### config.mk
export PLATFORM = sky130hd
export DESIGN_NAME = flash_id_cmd
export DESIGN_NICKNAME = d
export VERILOG_FILES = /design/src/rtl/flash_id_pkg.sv /design/src/rtl/fid_cmd_decoder.sv /design/src/rtl/fid_array_rom.sv /design/src/rtl/fid_id_source.sv /design/src/rtl/fid_read_port.sv /design/src/rtl/flash_id_cmd.sv
export SDC_FILE = /design/constraint.sdc
export NUM_CORES = 1
export LEC_CHECK = 0
export ABC_AREA = 1
export BUFFER_PORTS_ARGS = -buffer_cell sky130_fd_sc_hd__buf_2
export CORE_MARGIN = 2
export CORE_UTILIZATION = 45
export DETAILED_ROUTE_END_ITERATION = 8
export MAX_ROUTING_LAYER = met4
export PLACE_DENSITY = 0.73
export SLEW_MARGIN = 20
export SYNTH_ARGS = -nofsm -noshare
export SYNTH_HDL_FRONTEND = slang
export SYNTH_SLANG_ARGS = --single-unit
export TNS_END_PERCENT = 5
### constraint.sdc
create_clock -name clk -period 1.2 [get_ports clk]
set_input_delay 0.24 -clock clk [delete_from_list [all_inputs] [get_ports clk]]
set_output_delay 0.24 -clock clk [all_outputs]
set_load 0.01 [all_outputs]
### src/rtl/flash_id_pkg.sv
package flash_id_pkg;
   localparam logic [7:0] CMD_ARRAY_MODE = 8'hFF;
   localparam logic [7:0] CMD_IDENT_MODE = 8'h90;
   localparam logic [7:0] MAKER_CODE     = 8'h89;
   localparam logic [7:0] PART_CODE_BIG  = 8'hAC;
   localparam logic [7:0] PART_CODE_SML  = 8'hAD;
   localparam int         BYTE_W         = 8;

   typedef enum logic {
      MODE_ARRAY = 1'b0,
      MODE_IDENT = 1'b1
   } fid_mode_e;
endpackage

### src/rtl/fid_cmd_decoder.sv
module fid_cmd_decoder
   import flash_id_pkg::*;
(
   input  logic              clk,
   input  logic              rst_n,
   input  logic              wr_i,
   input  logic              wr_en_i,
   input  logic [BYTE_W-1:0] wdata_i,
   output fid_mode_e         mode_o
);
   fid_mode_e mode_q, mode_d;
   logic      accept;

   assign accept = wr_i && wr_en_i;

   always_comb begin
      mode_d = mode_q;
      if (accept) begin
         case (wdata_i)
            CMD_IDENT_MODE: mode_d = MODE_IDENT;
            CMD_ARRAY_MODE: mode_d = MODE_ARRAY;
            default:        mode_d = mode_q;
         endcase
      end
   end

   always_ff @(posedge clk or negedge rst_n) begin
      if (!rst_n) mode_q <= MODE_ARRAY;
      else        mode_q <= mode_d;
   end

   assign mode_o = mode_q;
endmodule

### src/rtl/fid_array_rom.sv
module fid_array_rom
   import flash_id_pkg::*;
#(
   parameter int AW       = 4,
   parameter int ROM_STEP = 29,
   parameter int ROM_BASE = 71
) (
   input  logic [AW-1:0]     addr_i,
   output logic [BYTE_W-1:0] data_o
);
   localparam int DEPTH = 1 << AW;

   logic [BYTE_W-1:0] rom [DEPTH];

   for (genvar g = 0; g < DEPTH; g++) begin : g_cell
      localparam int CELL = (g * ROM_STEP + ROM_BASE) % 256;
      assign rom[g] = BYTE_W'(CELL);
   end

   assign data_o = rom[addr_i];
endmodule

### src/rtl/fid_id_source.sv
module fid_id_source
   import flash_id_pkg::*;
#(
   parameter int AW         = 4,
   parameter bit LARGE_PART = 1'b1
) (
   input  logic [AW-1:0]     addr_i,
   output logic [BYTE_W-1:0] id_data_o
);
   logic [BYTE_W-1:0] part_code;

   if (LARGE_PART) begin : g_big
      assign part_code = PART_CODE_BIG;
   end else begin : g_small
      assign part_code = PART_CODE_SML;
   end

   always_comb begin
      if (addr_i == AW'(0))      id_data_o = MAKER_CODE;
      else if (addr_i == AW'(1)) id_data_o = part_code;
      else                       id_data_o = '0;
   end
endmodule

### src/rtl/fid_read_port.sv
module fid_read_port
   import flash_id_pkg::*;
(
   input  logic              clk,
   input  logic              rst_n,
   input  logic              rd_i,
   input  fid_mode_e         mode_i,
   input  logic [BYTE_W-1:0] array_data_i,
   input  logic [BYTE_W-1:0] id_data_i,
   output logic [BYTE_W-1:0] rdata_o
);
   always_ff @(posedge clk or negedge rst_n) begin
      if (!rst_n)
         rdata_o <= '0;
      else if (rd_i)
         rdata_o <= (mode_i == MODE_IDENT) ? id_data_i : array_data_i;
   end
endmodule

### src/rtl/flash_id_cmd.sv
module flash_id_cmd
   import flash_id_pkg::*;
#(
   parameter int AW         = 4,
   parameter bit LARGE_PART = 1'b1,
   parameter int ROM_STEP   = 29,
   parameter int ROM_BASE   = 71
) (
   input  logic              clk,
   input  logic              rst_n,
   input  logic              wr_en_i,
   input  logic [AW-1:0]     addr_i,
   input  logic              wr_i,
   input  logic [BYTE_W-1:0] wdata_i,
   input  logic              rd_i,
   output logic [BYTE_W-1:0] rdata_o
);
   if (AW < 1 || AW > 12) begin : g_bad_aw
      $error("flash_id_cmd: AW must lie in 1..12");
   end
   if (ROM_STEP < 0 || ROM_BASE < 0) begin : g_bad_rom
      $error("flash_id_cmd: ROM_STEP and ROM_BASE must be non-negative");
   end

   fid_mode_e         mode;
   logic              id_mode;
   logic [BYTE_W-1:0] array_byte;
   logic [BYTE_W-1:0] id_byte;

   fid_cmd_decoder i_dec (
      .clk     (clk),
      .rst_n   (rst_n),
      .wr_i    (wr_i),
      .wr_en_i (wr_en_i),
      .wdata_i (wdata_i),
      .mode_o  (mode)
   );

   fid_array_rom #(.AW(AW), .ROM_STEP(ROM_STEP), .ROM_BASE(ROM_BASE)) i_rom (
      .addr_i (addr_i),
      .data_o (array_byte)
   );

   fid_id_source #(.AW(AW), .LARGE_PART(LARGE_PART)) i_id (
      .addr_i    (addr_i),
      .id_data_o (id_byte)
   );

   fid_read_port i_rd (
      .clk          (clk),
      .rst_n        (rst_n),
      .rd_i         (rd_i),
      .mode_i       (mode),
      .array_data_i (array_byte),
      .id_data_i    (id_byte),
      .rdata_o      (rdata_o)
   );

   assign id_mode = (mode == MODE_IDENT);
endmodule

## Yosys cells after proc, flatten, opt, wreduce, memory -nomap -nowiden

Memories as Yosys holds them, arrays and structs flattened.
Cells that the tools add are included.

| word-level totals | value |
|---|---|
| memories | 1 |
| word-level logic and storage cells | 18 |
| output and inout bits | 8 |
| memory bits (read-only) | 128 |
| register bits after elaboration | 9 |
| bits of input ports | 17 |

Memory list:

| memory | words | bits a word | read ports | clocked after memory_dff | write ports | line | text |
|---|---|---|---|---|---|---|---|
| (no name shown) | 16 | 8 | 1 | 0 | 0 | fid_array_rom.sv:20 | `assign data_o = rom[addr_i];` |

| cells by class | value |
|---|---|
| mux-type cells | 6 |
| bitwise logic cells | 1 |
| magnitude comparators | 1 |
| equality and inequality tests | 3 |
| reductions and logical operators | 4 |

Operators by type and width:

| kind | number |
|---|---|
| two-way mux 8 bit | 5 |
| equality test 8 bit (second input constant) | 2 |
| greater-or-equal comparator 5 bit (second input constant) | 1 |
| NOT 4 -> 5 bit | 1 |
| equality test 4 x 1 -> 1 bit (second input constant) | 1 |
| logical NOT 4 bit | 1 |
| one-hot mux 1 bit (2 select lines) | 1 |
| AND reduction 2 bit | 1 |
| nonzero test 2 bit | 1 |
| logical AND 1 bit | 1 |

## Longest topological paths before layout

| depth | value |
|---|---|
| word-level depth | 5 |
| mapped depth | 7 |
| depth with buffers taken out | 7 |

## Cells and area by module

From an unflattened synthesis, not the netlist that was laid out.

| unflattened totals | value |
|---|---|
| cells, all modules | 151 |
| area, all modules | 915.9 um^2 |

By module, submodules not included:

| module | sequential area each (um^2) | area each (um^2) | instances | cells each |
|---|---|---|---|---|
| fid_read_port | 200.2 | 459.2 | 1 | 68 |
| fid_array_rom | 0.0 | 244.0 | 1 | 43 |
| fid_cmd_decoder | 25.0 | 118.9 | 1 | 24 |
| fid_id_source | 0.0 | 93.8 | 1 | 16 |

## Least setup slack after synthesis

Ideal clock, no wire load.

| path | value |
|---|---|
| path kind | in2reg |
| start point | input addr_i[0] |
| end point | register i_rd.rdata_o[6] |
| path slack | 0.148 ns |
| arrival | 0.934 ns |
| required time | 1.082 ns |
| path buffers | 0 |
| library setup time | 0.118 ns |
| stages on the path | 6 |
| cell sequence | inv_1 ha_1 o21ai_0 nand2_1 nand4_1 nand2_1 |

| between the ends | value |
|---|---|
| word-level cells in the longest chain between the ends | 5 |
| elaborated cells on any way between the ends | 7 |
| those cells by class | 4 x mux; 1 x bitwise; 1 x reduce/logical; 1 x memory |

RTL lines:

| what | line | text |
|---|---|---|
| start, declared | flash_id_cmd.sv:12 | `input logic [AW-1:0] addr_i,` |
| NOT 4 -> 5 bit (implied by the code) | fid_array_rom.sv:20 |  |
| memory read (16 x 8 bit) | -- |  |
| two-way mux 8 bit (implied by the code) (2 in series) | fid_array_rom.sv:20 |  |
| two-way mux 8 bit * | fid_read_port.sv:16 | `rdata_o <= (mode_i == MODE_IDENT) ? id_data_i : array_data_i;` |
| end signal, assigned | fid_read_port.sv:16 |  |
| end, declared | fid_read_port.sv:10 | `output logic [BYTE_W-1:0] rdata_o` |

Every way passes the cells marked *; elsewhere a longest branch is shown, timed or not. The select of a mux whose other input is x is not followed.
A chain may end at the register's enable or synchronous reset.

## Final worst setup path

| path | value |
|---|---|
| start point | register i_rd.rdata_o[6] |
| end point | output rdata_o[6] |

RTL lines:

| what | line | text |
|---|---|---|
| end, declared | flash_id_cmd.sv:16 | `output logic [BYTE_W-1:0] rdata_o` |

No word-level cell between the ends.

==> metrics.yaml <==
routed-via-count: 729
powerDensity_nw_per_um2: 813
syn_inst: 103
ys_dominant_reg_cell: "dfrtp_1"
switching_power_uw: 218
synth_xor_area_share_pct: 0
clock_path_buffers: 2
first_iter_violations: 7
final_layout_size_suffix_gt1_share_pct: 28.4
htree_levels: 1
largest_net_degree_at_the_start_of_global_routing: 10
nets_in_the_synthesized_netlist: 127
placeableCoreArea_um2: 1510
area.growth.synth_to_final_pct: 26.1
layout.core_utilization_pct: 60.2
die_area_um2: 1930
intPower_uw: 519
tritoncts_clock_tree: "done"
clock.fmax_mhz: 979
arrival_ps: 780
routed_wl_um: 1470
synth_adder_area_share_pct: 12.2
synth_top_family_by_area: "simple AND/OR/NAND/NOR gates"
cp_max_fo: 2
timing.critical_path.from: "i_rd.rdata_o[6]$_DFFE_PN0P_"
vdd.ir_drop.worst_mv: 0.258
grt_antenna_before_repair: 0
crit_chain: "buf_2"
synth-compound-area-share_pct: 4.87
finalHoldViolations: 0
r2r_setup_slack_ps: 200
yosys_register_bits: 9
synth.area.mux_share_pct: 0
setup.worst_path.end_class: "output port"
route.detailed.drc: 0
path_clk_slew_ps: 60
final_common_cell: "nand2_1"
nets: 159
cts_repair_resize_count: 0
synth_sequential_area_ratio_pct: 31.3
worstReg2RegStart: "i_dec.mode_o$_DFFE_PN0P_"
ant_nets: 0
firstDrtPassIters: 4
timing.final.crit_period_ps: 1020
post_synth_and_or_nand_nor_area_fraction_pct: 41.2
setup_viol: 0
post_dp_cell_area_um2: 871
timing_worst_slew_pin_value_ps: 200
hold_ws_ps: 319
io_pins: 25
skew_ps: 2.23
gpl.final_weighted_congestion: 0.906
seq_power_share_pct: 44.0
setup_repair_after_global_routing_missed_its_margin: "false"
buffer_ports.inserted: 24
grt_first_pass_wirelength_um: 2370
postLayoutCellArea_um2: 907
yosys_warnings: 0
clk_root_buffer_cell: "clkbuf_4"
total_leakage_power_nw: 0.549
hold_path_class: "primary input to flip-flop"
worstSetupStartpointType: "flip-flop"
synth.cell_area_um2: 719
die_width_um: 44.0
worst_ep_required_time_ps: 960
slew-limit-headroom_pct: 86.6
first_global_vias: 601
number_of_synthesized_flops_with_an_enable_pin: 0
worst_path_max_delay_cell: "dfrtp_1"
placementRows: 14
postSynthAreaPerCell_um2: 6.98
combPwrFrac_pct: 24.1
viasPerCell: 4.86
timing.critical_path.max_delay_family: "flip-flops"
multiInputGateArea_um2: 419
reg2reg_to: "i_rd.rdata_o[5]$_DFFE_PN0P_"
beginning_of_the_worst_hold_path: "wr_en_i"
cts_made_buffers: 3
cts_setup_buffers: 0
post_cts_hold_buffer_count: 1
cap_viol_max_count: 0
worstSkewPairLatency_ps: 260
cpPeakStageDelay_ps: 380
register_area_um2: 225
antennaDiodeCount: 0
worst_hold_path_endpoint: "i_dec.mode_o$_DFFE_PN0P_"
overflow: 0
place_inst: 145
track_usage_pct: 17.2
wire_per_inst_um: 9.78
setup_total_negative_slack_ps: 0
most-common-layout-cells: "nand2_1 (34), buf_2 (24), inv_1 (15)"
final.period_utilization_pct: 85.1
async_flop_share_pct: 100
synthDistinctLibCells: 19
whs_path_depth: 5
outcome: "finished, final reports clean"
buffers_plus_inverters_on_the_worst_setup_path: 1
layout.filler_cells: 145
worst-setup-path-type: "flip-flop to output port"
power.switching_fraction_pct: 29.6
die_y_um: 44.0
initial_utilization_pct: 47.8
timing.reg2reg.worst_path_depth: 5
clockPowerShare_pct: 31.9
hpwlAfterDp_um: 1230
instances_no_fill: 150
final-max-slew-violation-count: 0
clk_sinks: 9
## sequential cells by signal (all words and copies together), names as in the netlist
| register | count |
|---|---|
| i_rd.rdata_o | 8 |
| i_dec.mode_o | 1 |
## area by class of cell
class                           instances  area share, %
Inverter                               17           7.03
Clock buffer                            4           2.90
Tap cell                               16           2.21
Multi-Input combinational cell         76           46.2
Timing Repair Buffer                   28           16.8
Sequential cell                         9           24.8
## metrics by stage
stage	setup WS, ps	power (mW)
after detailed placement	-13.4	0.505
final	178	0.737
after CTS	180	0.740
after global routing	110	0.782
after global placement	22.2	0.500
after floorplan	148	0.428
## power groups by stage
stage | Sequential, mW | Combinational, mW | Clock (mW)
4_1_cts | 0.325 | 0.179 | 0.237
5_1_grt | 0.326 | 0.201 | 0.255
3_5_place_dp | 0.330 | 0.175 | 0
6_report | 0.324 | 0.178 | 0.235
2_1_floorplan | 0.336 | 0.0919 | 0
3_3_place_gp | 0.330 | 0.171 | 0
## worst max path at each step
stage | cells past startpoint | slack, ps | endpoint
after floorplan | 6 | 150 | i_rd.rdata_o[6]$_DFFE_PN0P_
after global placement | 7 | 20 | i_rd.rdata_o[6]$_DFFE_PN0P_
after global routing | 5 | 110 | i_rd.rdata_o[5]$_DFFE_PN0P_
after CTS | 1 | 180 | rdata_o[6]
final | 1 | 180 | rdata_o[6]
after detailed placement | 7 | -10 | i_rd.rdata_o[6]$_DFFE_PN0P_
## layer usage
metal | part of all wire [%] | GRT usage [%] | up-vias
li1 | - | - | 386
met1 | 48 | 20.9 | 323
met2 | 47 | 27.1 | 17
met3 | 3.1 | 2.50 | 3
met4 | 1.8 | 9.09 | 0
met5 | 0 | - | -
## cell usage after synthesis (2+ instances only)
| library cell | instances | area (µm²) |
|---|---|---|
| nand2_1 | 34 | 128 |
| nand4_1 | 4 | 25.0 |
| dfrtp_1 | 9 | 225 |
| nor2_4 | 2 | 22.5 |
| nand3_1 | 10 | 50.1 |
| inv_2 | 2 | 7.51 |
| inv_1 | 15 | 56.3 |
| nor2_1 | 10 | 37.5 |
| ha_1 | 7 | 87.6 |
## cells by family after synthesis
family          count (synthesis)
flops                           9
fa+ha+maj                       7
simple gates                   64
buf+inv                        18
compound gates                  5
Note: power is estimated with default switching activity, not from simulation.
